### src/rtl/kseg_pkg.sv
package kseg_pkg;

   typedef enum logic [1:0] {
      CFG_MODE    = 2'd0,
      CFG_BASE_LO = 2'd1,
      CFG_BASE_HI = 2'd2,
      CFG_NONE    = 2'd3
   } cfg_sel_e;

   typedef enum logic [1:0] {
      RES_NONE  = 2'd0,
      RES_PHYS  = 2'd1,
      RES_WALK  = 2'd2,
      RES_FAULT = 2'd3
   } res_e;

endpackage

### src/rtl/kseg_cfg_regs.sv
module kseg_cfg_regs
   import kseg_pkg::*;
#(
   parameter int NUM_SEG = 16,
   parameter int BASE_W  = 4,
   parameter int CFG_W   = 32
) (
   input  logic                             clk,
   input  logic                             rst_n,
   input  logic                             we,
   input  logic [1:0]                       sel,
   input  logic [CFG_W-1:0]                 wdata,
   output logic [NUM_SEG-1:0]               mode_o,
   output logic [NUM_SEG-1:0][BASE_W-1:0]   base_o
);
   localparam int HALF = NUM_SEG / 2;

   if (NUM_SEG % 2 != 0) begin : g_bad_even
      $error("kseg_cfg_regs: NUM_SEG must be even");
   end
   if (HALF * BASE_W > CFG_W) begin : g_bad_base
      $error("kseg_cfg_regs: half of the bases must fit one word");
   end
   if (NUM_SEG > CFG_W) begin : g_bad_mode
      $error("kseg_cfg_regs: mode word wider than data");
   end

   logic [NUM_SEG-1:0] mode_q;

   always_ff @(posedge clk) begin
      if (!rst_n)
         mode_q <= '0;
      else if (we && sel == CFG_MODE)
         mode_q <= wdata[NUM_SEG-1:0];
   end
   assign mode_o = mode_q;

   for (genvar i = 0; i < NUM_SEG; i++) begin : g_seg
      localparam int       SLOT = i % HALF;
      localparam cfg_sel_e BANK = (i < HALF) ? CFG_BASE_LO : CFG_BASE_HI;
      logic [BASE_W-1:0] base_q;

      always_ff @(posedge clk) begin
         if (!rst_n)
            base_q <= '0;
         else if (we && sel == BANK)
            base_q <= wdata[SLOT*BASE_W +: BASE_W];
      end
      assign base_o[i] = base_q;
   end


   reserved_write_ignored_chk: assert property (@(posedge clk) disable iff (!rst_n)
      (we && sel == CFG_NONE) |=> ($stable(mode_o) && $stable(base_o)));


   mode_write_lands_chk: assert property (@(posedge clk) disable iff (!rst_n)
      (we && sel == CFG_MODE) |=> (mode_o == $past(wdata[NUM_SEG-1:0])));

endmodule

### src/rtl/kseg_lookup.sv
module kseg_lookup
   import kseg_pkg::*;
#(
   parameter int ADDR_W    = 32,
   parameter int SEG_W     = 4,
   parameter int USER_SEGS = 11
) (
   input  logic                                  user,
   input  logic [ADDR_W-1:0]                     vaddr,
   input  logic [(1<<SEG_W)-1:0]                 mode,
   input  logic [(1<<SEG_W)-1:0][SEG_W-1:0]      base,
   output res_e                                  res,
   output logic [ADDR_W-1:0]                     addr
);
   localparam int NUM_SEG = 1 << SEG_W;
   localparam int OFF_W   = ADDR_W - SEG_W;

   if (USER_SEGS < 1 || USER_SEGS > NUM_SEG) begin : g_bad_user
      $error("kseg_lookup: USER_SEGS out of range");
   end

   logic [SEG_W-1:0] seg;
   logic             user_ok;

   assign seg = vaddr[ADDR_W-1 -: SEG_W];

   if (USER_SEGS == NUM_SEG) begin : g_no_fence
      assign user_ok = 1'b1;
   end else begin : g_fence
      localparam logic [SEG_W:0] LIM = USER_SEGS[SEG_W:0];
      assign user_ok = ({1'b0, seg} < LIM);
   end

   always_comb begin
      if (user && !user_ok) begin
         res  = RES_FAULT;
         addr = vaddr;
      end else if (mode[seg]) begin
         res  = RES_PHYS;
         addr = {base[seg], vaddr[OFF_W-1:0]};
      end else begin
         res  = RES_WALK;
         addr = vaddr;
      end
   end

endmodule

### src/rtl/kseg_translator.sv
module kseg_translator
   import kseg_pkg::*;
#(
   parameter int ADDR_W    = 32,
   parameter int SEG_W     = 4,
   parameter int USER_SEGS = 11,
   parameter int CFG_W     = 32
) (
   input  logic              clk,
   input  logic              rst_n,
   input  logic              cfg_we,
   input  logic [1:0]        cfg_sel,
   input  logic [CFG_W-1:0]  cfg_wdata,
   input  logic              req_valid,
   input  logic              req_user,
   input  logic [ADDR_W-1:0] req_vaddr,
   output logic              rsp_phys,
   output logic              rsp_walk,
   output logic              rsp_fault,
   output logic [ADDR_W-1:0] rsp_addr
);
   localparam int NUM_SEG = 1 << SEG_W;
   localparam int OFF_W   = ADDR_W - SEG_W;
   localparam logic [SEG_W:0] USER_LIM = USER_SEGS[SEG_W:0];

   if (ADDR_W <= SEG_W) begin : g_bad_addr
      $error("kseg_translator: ADDR_W must exceed SEG_W");
   end

   logic [NUM_SEG-1:0]             mode;
   logic [NUM_SEG-1:0][SEG_W-1:0]  base;
   res_e                           res_d;
   res_e                           res_q;
   logic [ADDR_W-1:0]              addr_d;
   logic [ADDR_W-1:0]              addr_q;

   kseg_cfg_regs #(
      .NUM_SEG (NUM_SEG),
      .BASE_W  (SEG_W),
      .CFG_W   (CFG_W)
   ) u_cfg (
      .clk    (clk),
      .rst_n  (rst_n),
      .we     (cfg_we),
      .sel    (cfg_sel),
      .wdata  (cfg_wdata),
      .mode_o (mode),
      .base_o (base)
   );

   kseg_lookup #(
      .ADDR_W    (ADDR_W),
      .SEG_W     (SEG_W),
      .USER_SEGS (USER_SEGS)
   ) u_lookup (
      .user  (req_user),
      .vaddr (req_vaddr),
      .mode  (mode),
      .base  (base),
      .res   (res_d),
      .addr  (addr_d)
   );

   always_ff @(posedge clk) begin
      if (!rst_n) begin
         res_q  <= RES_NONE;
         addr_q <= '0;
      end else begin
         res_q <= req_valid ? res_d : RES_NONE;
         if (req_valid)
            addr_q <= addr_d;
      end
   end

   assign rsp_phys  = (res_q == RES_PHYS);
   assign rsp_walk  = (res_q == RES_WALK);
   assign rsp_fault = (res_q == RES_FAULT);
   assign rsp_addr  = addr_q;


   one_result_per_req_chk: assert property (@(posedge clk) disable iff (!rst_n)
      req_valid |=> ($countones({rsp_phys, rsp_walk, rsp_fault}) == 1));


   quiet_without_req_chk: assert property (@(posedge clk) disable iff (!rst_n)
      !req_valid |=> !(rsp_phys || rsp_walk || rsp_fault));


   user_fence_fault_chk: assert property (@(posedge clk) disable iff (!rst_n)
      (req_valid && req_user && ({1'b0, req_vaddr[ADDR_W-1 -: SEG_W]} >= USER_LIM))
      |=> rsp_fault);


   kernel_no_fault_chk: assert property (@(posedge clk) disable iff (!rst_n)
      (req_valid && !req_user) |=> !rsp_fault);


   offset_kept_chk: assert property (@(posedge clk) disable iff (!rst_n)
      req_valid |=> (rsp_addr[OFF_W-1:0] == $past(req_vaddr[OFF_W-1:0])));


   untranslated_passthru_chk: assert property (@(posedge clk) disable iff (!rst_n)
      req_valid |=> (rsp_phys || rsp_addr == $past(req_vaddr)));

endmodule

### config.mk
export PLATFORM = sky130hd
export DESIGN_NAME = kseg_translator
export DESIGN_NICKNAME = d
export VERILOG_FILES = /design/src/rtl/kseg_pkg.sv /design/src/rtl/kseg_cfg_regs.sv /design/src/rtl/kseg_lookup.sv /design/src/rtl/kseg_translator.sv
export SDC_FILE = /design/constraint.sdc
export NUM_CORES = 1
export LEC_CHECK = 0
export CORE_MARGIN = 2
export CORE_UTILIZATION = 30
export CTS_BUF_LIST = sky130_fd_sc_hd__clkbuf_4 sky130_fd_sc_hd__clkbuf_8
export CTS_CLUSTER_SIZE = 40
export DETAILED_ROUTE_END_ITERATION = 10
export DONT_BUFFER_PORTS = 1
export SLEW_MARGIN = 20
export SYNTH_ARGS = -nofsm -noshare
export SYNTH_HDL_FRONTEND = slang
export SYNTH_SLANG_ARGS = --single-unit
### constraint.sdc
create_clock -name clk -period 1.8 [get_ports clk]
set_input_delay 0.18 -clock clk [delete_from_list [all_inputs] [get_ports clk]]
set_output_delay 0.18 -clock clk [all_outputs]
set_load 0.05 [all_outputs]
==> reports/results.txt, run 1 <==
No sink is reached through more buffers than the 2 on the longest clock path. Final-stage net count: 650. Among all flip-flop cells after synthesis, the most frequent one is dfxtp_1. The total number of yosys warnings was 0; the accumulated negative setup slack was 0 ps. Dividing the detail-routed via count by the number of cells gives 4.77.

The run gives 0 as the count of endpoints failing hold in the final timing report. The maximum achievable frequency is 595 MHz, and the pin slew with the least headroom to its limit is 630 ps. Clock tree synthesis found a total of 114 sinks. The logs give 5130 sq um for the instance area at placement and 4 for the count of H-tree levels built during CTS. The number of placed instances, taps included was 710; the worst path setup slack after routing was 119 ps. The initial core utilization came out at 0.310. The total die area is 17600 sq um. In this run the horizontal extent of the chip is 133 um.

In this run, CTS created clock tree buffers numbering 17. The proportion of layout cells with a drive suffix above 1 came out at 0.111. The number of inserted filler cells in the final layout was 1581.

Synthesis produced a netlist with a net count of 595. Post-synthesis average cell area: 9.46 sq um. The async set-or-reset flop fraction in the synthesized netlist was 0; the post-route antenna net violation count was 0. The kind of critical path was flop to flop. The clock latency at the later pin of the worst-skew pair was 450 ps. The tools report the core area as 16000 sq um. The initialized floorplan defines 46 standard-cell rows. The total global-route track usage came out at 0.154.

Counting flops with a built-in enable in the synthesized netlist gives 0. In this design, the largest share of critical-path delay is due to compound AO/OA/AOI/OAI gates. The signal on the critical path passes through mux2i_1 -> mux4_2 -> o32a_1 -> a221oi_1 -> a21oi_1.

Clock tree synthesis selected as its root buffer the cell clkbuf_8. The run gives 0.461 as the sequential area share after synthesis. The number of different library cells in the post-synthesis netlist is 36, and the max-slew headroom at the worst pin is 0.580. The congestion estimate from routability-driven global placement came to 0.736. The final-report max-slew violation count was 0.

Element type at the critical path end: a flop. The CTS clock-pin slew for the worst setup and hold paths works out to 60 ps. The tools report the number of DRC markers after the initial detailed-route iteration as 264. Excluding fillers, the count of instances in the completed layout stands at 810.

Post-CTS setup-driven buffer insertion count: 0. Setup repair after global routing left no endpoint under its margin. OpenSTA, run right after detailed placement, puts the worst setup slack at 132 ps. Number of search-and-repair iterations in the first detailed-routing pass: 4.

Class of the tightest hold or removal check: input pin to flop. Counting every instance in the synthesized netlist gives 524. In this run the static leakage power is 2.36 nW.

The count of state elements after synthesis works out to 114. Setup violations remaining at the end of the flow were counted as 0. The HPWL after detailed placement is 8.39 mm, and the portion of the clock cycle consumed by the worst path in the final layout is 0.934. The average routed wire per standard cell was 16.2 um; the height of the chip was 133 um.

IR analysis of the VDD net gives a maximum drop of 0.000412 V. The setup check on the worst reg-to-reg path leaves a slack of 120 ps. Max-cap violations in this run came to 0.

The post-route minimum period came out at 1680 ps. STA classifies the critical path startpoint as a flop. The flow ran to the end, and the final reports show no timing, DRC or antenna violations. Overall routed net length: 13.1 mm. Once layout is done, the placed cells without fillers occupy 6340 sq um. The tools report the via count of the routed design as 3862. The area growth from synthesis to layout is 27.9%. The cell area that synthesis handed to floorplanning was 4950 sq um. The standard cell with the maximum stage delay on the critical path is mux4_2. Data on the critical path is required at its endpoint by 2130 ps. The first global-routing pass estimated 21.0 mm of wire. The logs give 3803 for the number of global-route vias before repair and 116 for the pin count of the biggest net entering global routing. Along the worst path, the maximum fanout reaches 4.

The count of port buffers added during placement came out at 0. TritonCTS built the clock tree. After global routing the overflow that remains totals 0. 106 I/O pins were placed. Together, buffers and inverters on the worst path number 0.

In this run the power density over the cells is 1020 nW/um^2. Number of antenna violations at the first check in global routing: 2. At the worst endpoint, the arrival time is 2010 ps. In the routed design, unresolved DRC markers number 0. On the worst path, the slowest cell contributes a delay of 490 ps.

The setup clock skew after layout was 7.47 ps.
[synth_stat cells, types with 2 or more instances]
| cell type | n | area share |
|---|---|---|
| buf_1 | 2 | 0.0015 |
| nand2_1 | 162 | 0.12 |
| nor2_1 | 5 | 0.0038 |
| a21boi_0 | 80 | 0.12 |
| nor4_1 | 2 | 0.0025 |
| mux2i_1 | 39 | 0.079 |
| a221oi_1 | 3 | 0.0053 |
| mux4_1 | 6 | 0.032 |
| a21oi_1 | 3 | 0.0030 |
| dfxtp_1 | 114 | 0.46 |
| buf_2 | 5 | 0.0050 |
| mux4_2 | 11 | 0.050 |
| o21ai_0 | 4 | 0.0040 |
| nor2b_1 | 31 | 0.039 |
| mux2_2 | 5 | 0.011 |
| and3b_1 | 2 | 0.0035 |
| clkbuf_1 | 31 | 0.023 |
[worst reg2reg max path, cell delays in order (launching register included)]
cell and delay [ps]:
dfxtp_1 330, mux2i_1 70, mux4_2 490, o32a_1 260, a221oi_1 310, a21oi_1 100
[worst paths after layout]
check | start | end | cells after the start
setup / recovery | u_cfg.mode_o[15] | rsp_addr[29] | 5
hold / removal | req_valid | rsp_addr[31] | 2
setup reg to reg | u_cfg.mode_o[15] | rsp_addr[29] | 5
hold reg to reg | u_cfg.g_seg[10].base_q[3] | u_cfg.g_seg[10].base_q[3] | 2
[cells by family (layout without fill, tap and decap cells)]
family	Yosys count	count (layout)	share of synthesized area
and+or+nand+nor	211	211	0.184
muxes	61	61	0.172
AOI/OAI and AO/OA	97	97	0.146
DFF	114	114	0.461
other	0	2	0
buffers and inverters	41	109	0.0371
[power by group]
group | internal [W] | leakage (nW) | switching [W]
Sequential | 0.00263 | 0.931 | 0.000193
Combinational | 0.000293 | 1.17 | 0.000267
Clock | 0.00204 | 0.257 | 0.00103
Total | 0.00496 | 2.36 | 0.00149
[per-layer routing]
metal,GRT usage,part of all wire
met4,0.0573,0.016
met5,0,0
met3,0.0625,0.077
met1,0.188,0.45
met2,0.242,0.46
[stage by stage]
stage	total power, W	utilization	hold slack [ps]
4_1_cts	0.00652	0.395	8.92
3_3_place_gp	0.00322	0.320	279
5_1_grt	0.00671	0.396	18.4
6_report	0.00645	0.396	41.5
3_5_place_dp	0.00323	0.320	278
2_1_floorplan	0.00322	-	325
[what timing repair did]
item	4_1_cts	5_1_grt
hold endpoints to repair	114	0
hold buffers	66	0
gates resized for setup	0	1
setup endpoints to repair	0	1
[state kept, by name, indices dropped and copies added (netlist names)]
register,count
u_cfg.g_seg.base_q,64
rsp_addr,32
u_cfg.mode_o,16
res_q,2
[layout make-up]
| type | instances | area, sq um | area share |
|---|---|---|---|
| Multi-Input combinational cell | 369 | 2500 | 0.395 |
| Sequential cell | 114 | 2280 | 0.360 |
| Timing Repair Buffer | 76 | 763 | 0.120 |
| Clock buffer | 22 | 284 | 0.0448 |
| Tap cell | 216 | 270 | 0.0426 |
| Clock inverter | 10 | 228 | 0.0359 |
| Antenna cell | 2 | 5.00 | 0.000790 |
| Inverter | 1 | 3.75 | 0.000592 |
[placed cells by master, fill, tap and decap left out, drive strengths merged, types with 7 or more instances in the layout]
master | Yosys | layout
nand2 | 162 | 162
dfxtp | 114 | 114
a21boi | 80 | 80
dlygate4sd3 | 0 | 64
mux2i | 39 | 39
nor2b | 31 | 31
clkbuf | 31 | 22
mux4 | 17 | 17
buf | 9 | 12
bufinv | 0 | 7
Note: power is estimated with default switching activity, not from simulation.
==> inputs of run 2 (changes only) <==
Settings changed: ABC_AREA set to 1, CORE_MARGIN 2 to unset.
==> run 2 against run 1 <==
  * Combinational power rose by 18%
  * Count of clock-buffer cells in the layout did not move
  * Register-to-register slack improved by 430 ps
  * Non-clock buffer count fell by 7
  * Synthesized area fell by 2.0%
  * Sequential share of layout area rose by 1.6 points
  * Sequential cell count did not move
  * Die area fell by 5.0%
  * Critical path depth fell by 3
  * Clock power fell by 12%
==> reports/results.txt, run 2 <==
The flow ran to the end, and the final reports show no timing, DRC or antenna violations. The element type at the critical path end was an output port. The worst hold path passes through 4 cells. The count of buffer and inverter cells on the critical path was 1; the count of endpoints failing hold in the final timing report was 0.

Class of the tightest hold or removal check: input pin to flop. Routability-driven placement finished with a final weighted congestion of 0.759. The number of search-and-repair iterations in the first detailed-routing pass was 4; the number of standard cells after synthesis was 685.

The async set-or-reset flop fraction in the synthesized netlist came out at 0. The run gives 46 as the number of placement rows. The total die area was 16700 sq um. TritonCTS built the clock tree. Root buffer cell: clkbuf_8. The count of flip-flops with a built-in enable after synthesis was 0. The first-pass GRT wire length came out at 20.4 mm. The register with the most flip-flops in the final layout is u_cfg.g_seg.base_q. The tools report the sort of element at the start of the critical path as a flop. For this block, the routed nets add up to 13.0 mm of wire. The cell class contributing the biggest share of worst-path delay was flip-flops. The kind of critical path is flop to output port. By count the netlist is led by dfxtp_1, o21ai_0, nor2_1. Maximum resistive drop on vdd: 0.000401 V. The height of the chip works out to 129 um.

The library cell used most frequently in the layout, excluding fill and tap cells, is dfxtp_1. For this design the static power due to leakage is 2.51 nW. The region available for standard cell placement spans 15800 sq um. The tools report the max-slew headroom at the worst pin as 0.481. Data arrival time of the critical path: 1210 ps.

The portion of the clock cycle consumed by the worst path in the final layout is 0.771. After detailed routing, the number of remaining DRC violations is 0. Using the TritonRoute via totals, the vias-per-cell ratio works out to 4.66.

The synthesized area is 4850 sq um. The reg2reg setup slack was 550 ps; the global-route congestion overflow total was 0. At the later pin of the worst-skew pair, clock insertion delay measures 440 ps. Timing analysis after detailed placement gives a worst setup slack of 458 ps.

From left edge to right edge, the die measures 129 um. The run gives 0.307 as the initial core utilization. The run gives 7.94 mm as the HPWL after detailed placement.

Count of state elements after synthesis: 114. The fraction of post-synthesis cell area in the top cell type by area was 0.470. The area growth from synthesis to final layout was 25.0%. After filler insertion, the fill cell instance count of the layout stands at 1670.

After clock tree synthesis, the repair step resized 0 gates. The detailed router finished its first iteration with 302 violations. The flip-flop count of the largest register, all copies and words added is 64. The maximum achievable frequency is 720 MHz. The library cells used most frequently in the layout, excluding fill and tap cells, are dfxtp_1, o21ai_0, nor2_1, nand2_1, inv_1. The slowest stage of the critical path belongs to the cell dfxtp_1. 106 I/O pins were placed. The worst register-to-register path has a depth of 10.

The repair_antennas step left the layout with diodes totalling 0. The post-route minimum period was 1390 ps; the largest fanout of any net on the critical path was 3. Power spread over the standard cell area amounts to 1030 nW/um^2. Once routing completed, OpenROAD measured the worst setup slack at 412 ps. The H-tree generated during clock tree synthesis spans 4 levels. The worst register-to-register path begins at u_cfg.mode_o[10]. The number of different library cells in the post-synthesis netlist was 24; the total number of yosys warnings was 0.

By area the synthesized netlist is led by dfxtp_1, o21ai_0, a21oi_1, nor2_1, nand2_1. Counting along the longest clock path gives a buffer depth of 2. The worst min-delay path endpoint was res_q[0]. The final-report max-slew violation count is 0, and the proportion of layout cells with a drive suffix above 1 is 0.0705.

Setup violations remaining at the end of the flow were counted as 0. The signal on the critical path passes through nand2_1 -> inv_1. For the number of global-route vias before repair, the log shows 4004.

The number of clock buffers added by TritonCTS is 17. In the final routed layout, each cell accounts on average for 13.6 um. In this run the most critical hold path is launched from req_vaddr[31]. The sequential area share after synthesis was 0.470; the number of antenna violations at the first check in global routing was 1. The routed layout has 4447 vias. For the final-stage net count, the log shows 796. Entering global routing, the biggest net connects 113 pins. STA puts the critical path data required time at 1620 ps. In the final timing run, aggregate negative setup slack is 0 ps. In this run the mean area of a mapped cell was 7.09 sq um. Reg-to-reg critical path endpoint: rsp_addr[29].

The setup clock skew after layout was 7.27 ps. The most used flip-flop cell after synthesis is dfxtp_1. For this run, the slowest stage of the critical path takes 380 ps. The pin slew with the least headroom to its limit was 778 ps; the CTS clock-pin slew for the worst setup and hold paths was 60 ps. Clock tree synthesis found a total of 114 sinks.

During placement, the flow inserted port buffers numbering 0. Among all cell types in the netlist, the one instantiated most often is dfxtp_1. Across the run, the number of max-cap violations was 0.

Setup repair after global routing left no endpoint under its margin. The tools report the total global-route track usage as 0.159. The cell type with the largest total area after synthesis is dfxtp_1. The logs give 0 for the post-route antenna net violation count and 756 for the net count after synthesis.
## run 2: worst max path at each step
stage / slack (ps) / start / end / cells past startpoint
2_1_floorplan: 600 / req_vaddr[28] / rsp_addr[31] / 9
3_3_place_gp: 460 / req_vaddr[28] / rsp_addr[30] / 10
3_5_place_dp: 460 / req_vaddr[28] / rsp_addr[30] / 10
4_1_cts: 340 / req_valid / rsp_addr[31] / 3
5_1_grt: 290 / res_q[0] / rsp_phys / 3
6_report: 410 / res_q[0] / rsp_fault / 2
## run 2: cells by family (layout without fill, tap and decap cells)
group                  count (synthesis)  after routing  share of synthesized area
flip-flops                           114            114                      0.470
buffers and inverters                131            184                      0.112
AND/OR/NAND/NOR                      242            242                      0.211
AO/OA/AOI/OAI                        198            198                      0.206
## run 2: cell type report
class                      instances  area (sq um)  area share
timing repair buffer              69           711       0.117
inverter                          83           319      0.0526
tap                              216           270      0.0446
clock buffer                      22           297      0.0489
clock inverter                    10           154      0.0254
sequential                       114          2280       0.376
multi-input combinational        440          2030       0.335
## run 2: timing repair
item / CTS / global route
hold buffers: 62 / 0
buffers inserted: 0 / 0
endpoints found under the hold margin: 114 / 0
## run 2: metal layers
metal  vias up  share of wire  GRT usage
met5         -        0.00093          0
met4         2          0.018     0.0740
met3        19          0.044     0.0475
met2        98           0.48      0.251
met1      2032           0.46      0.199
li1       2296              -          -
## run 2: report_power, final
group / internal (W) / switching, W / leakage, nW
clock: 0.00166 / 0.00104 / 0.236
combinational: 0.000272 / 0.000385 / 1.33
sequential: 0.00267 / 0.000235 / 0.937
total: 0.00460 / 0.00166 / 2.51
## run 2: through the flow
stage	power [W]	cells	instance area (sq um)	util	hold WS (ps)
after CTS	0.00633	954	6070	0.383	56.9
after detailed placement	0.00345	860	4980	0.315	291
final	0.00626	954	6060	0.383	87.3
after floorplan	0.00339	685	4850	-	315
after global routing	0.00653	954	6060	0.383	76.0
after global placement	0.00344	860	4980	0.315	278
## run 2: tightest hold or removal path, delay by kind of cell
| family | cells | cell delay, ps |
|---|---|---|
| AND/OR/NAND/NOR | 2 | 190 |
| buffers and inverters | 1 | 50 |
| AO/OA/AOI/OAI | 1 | 80 |
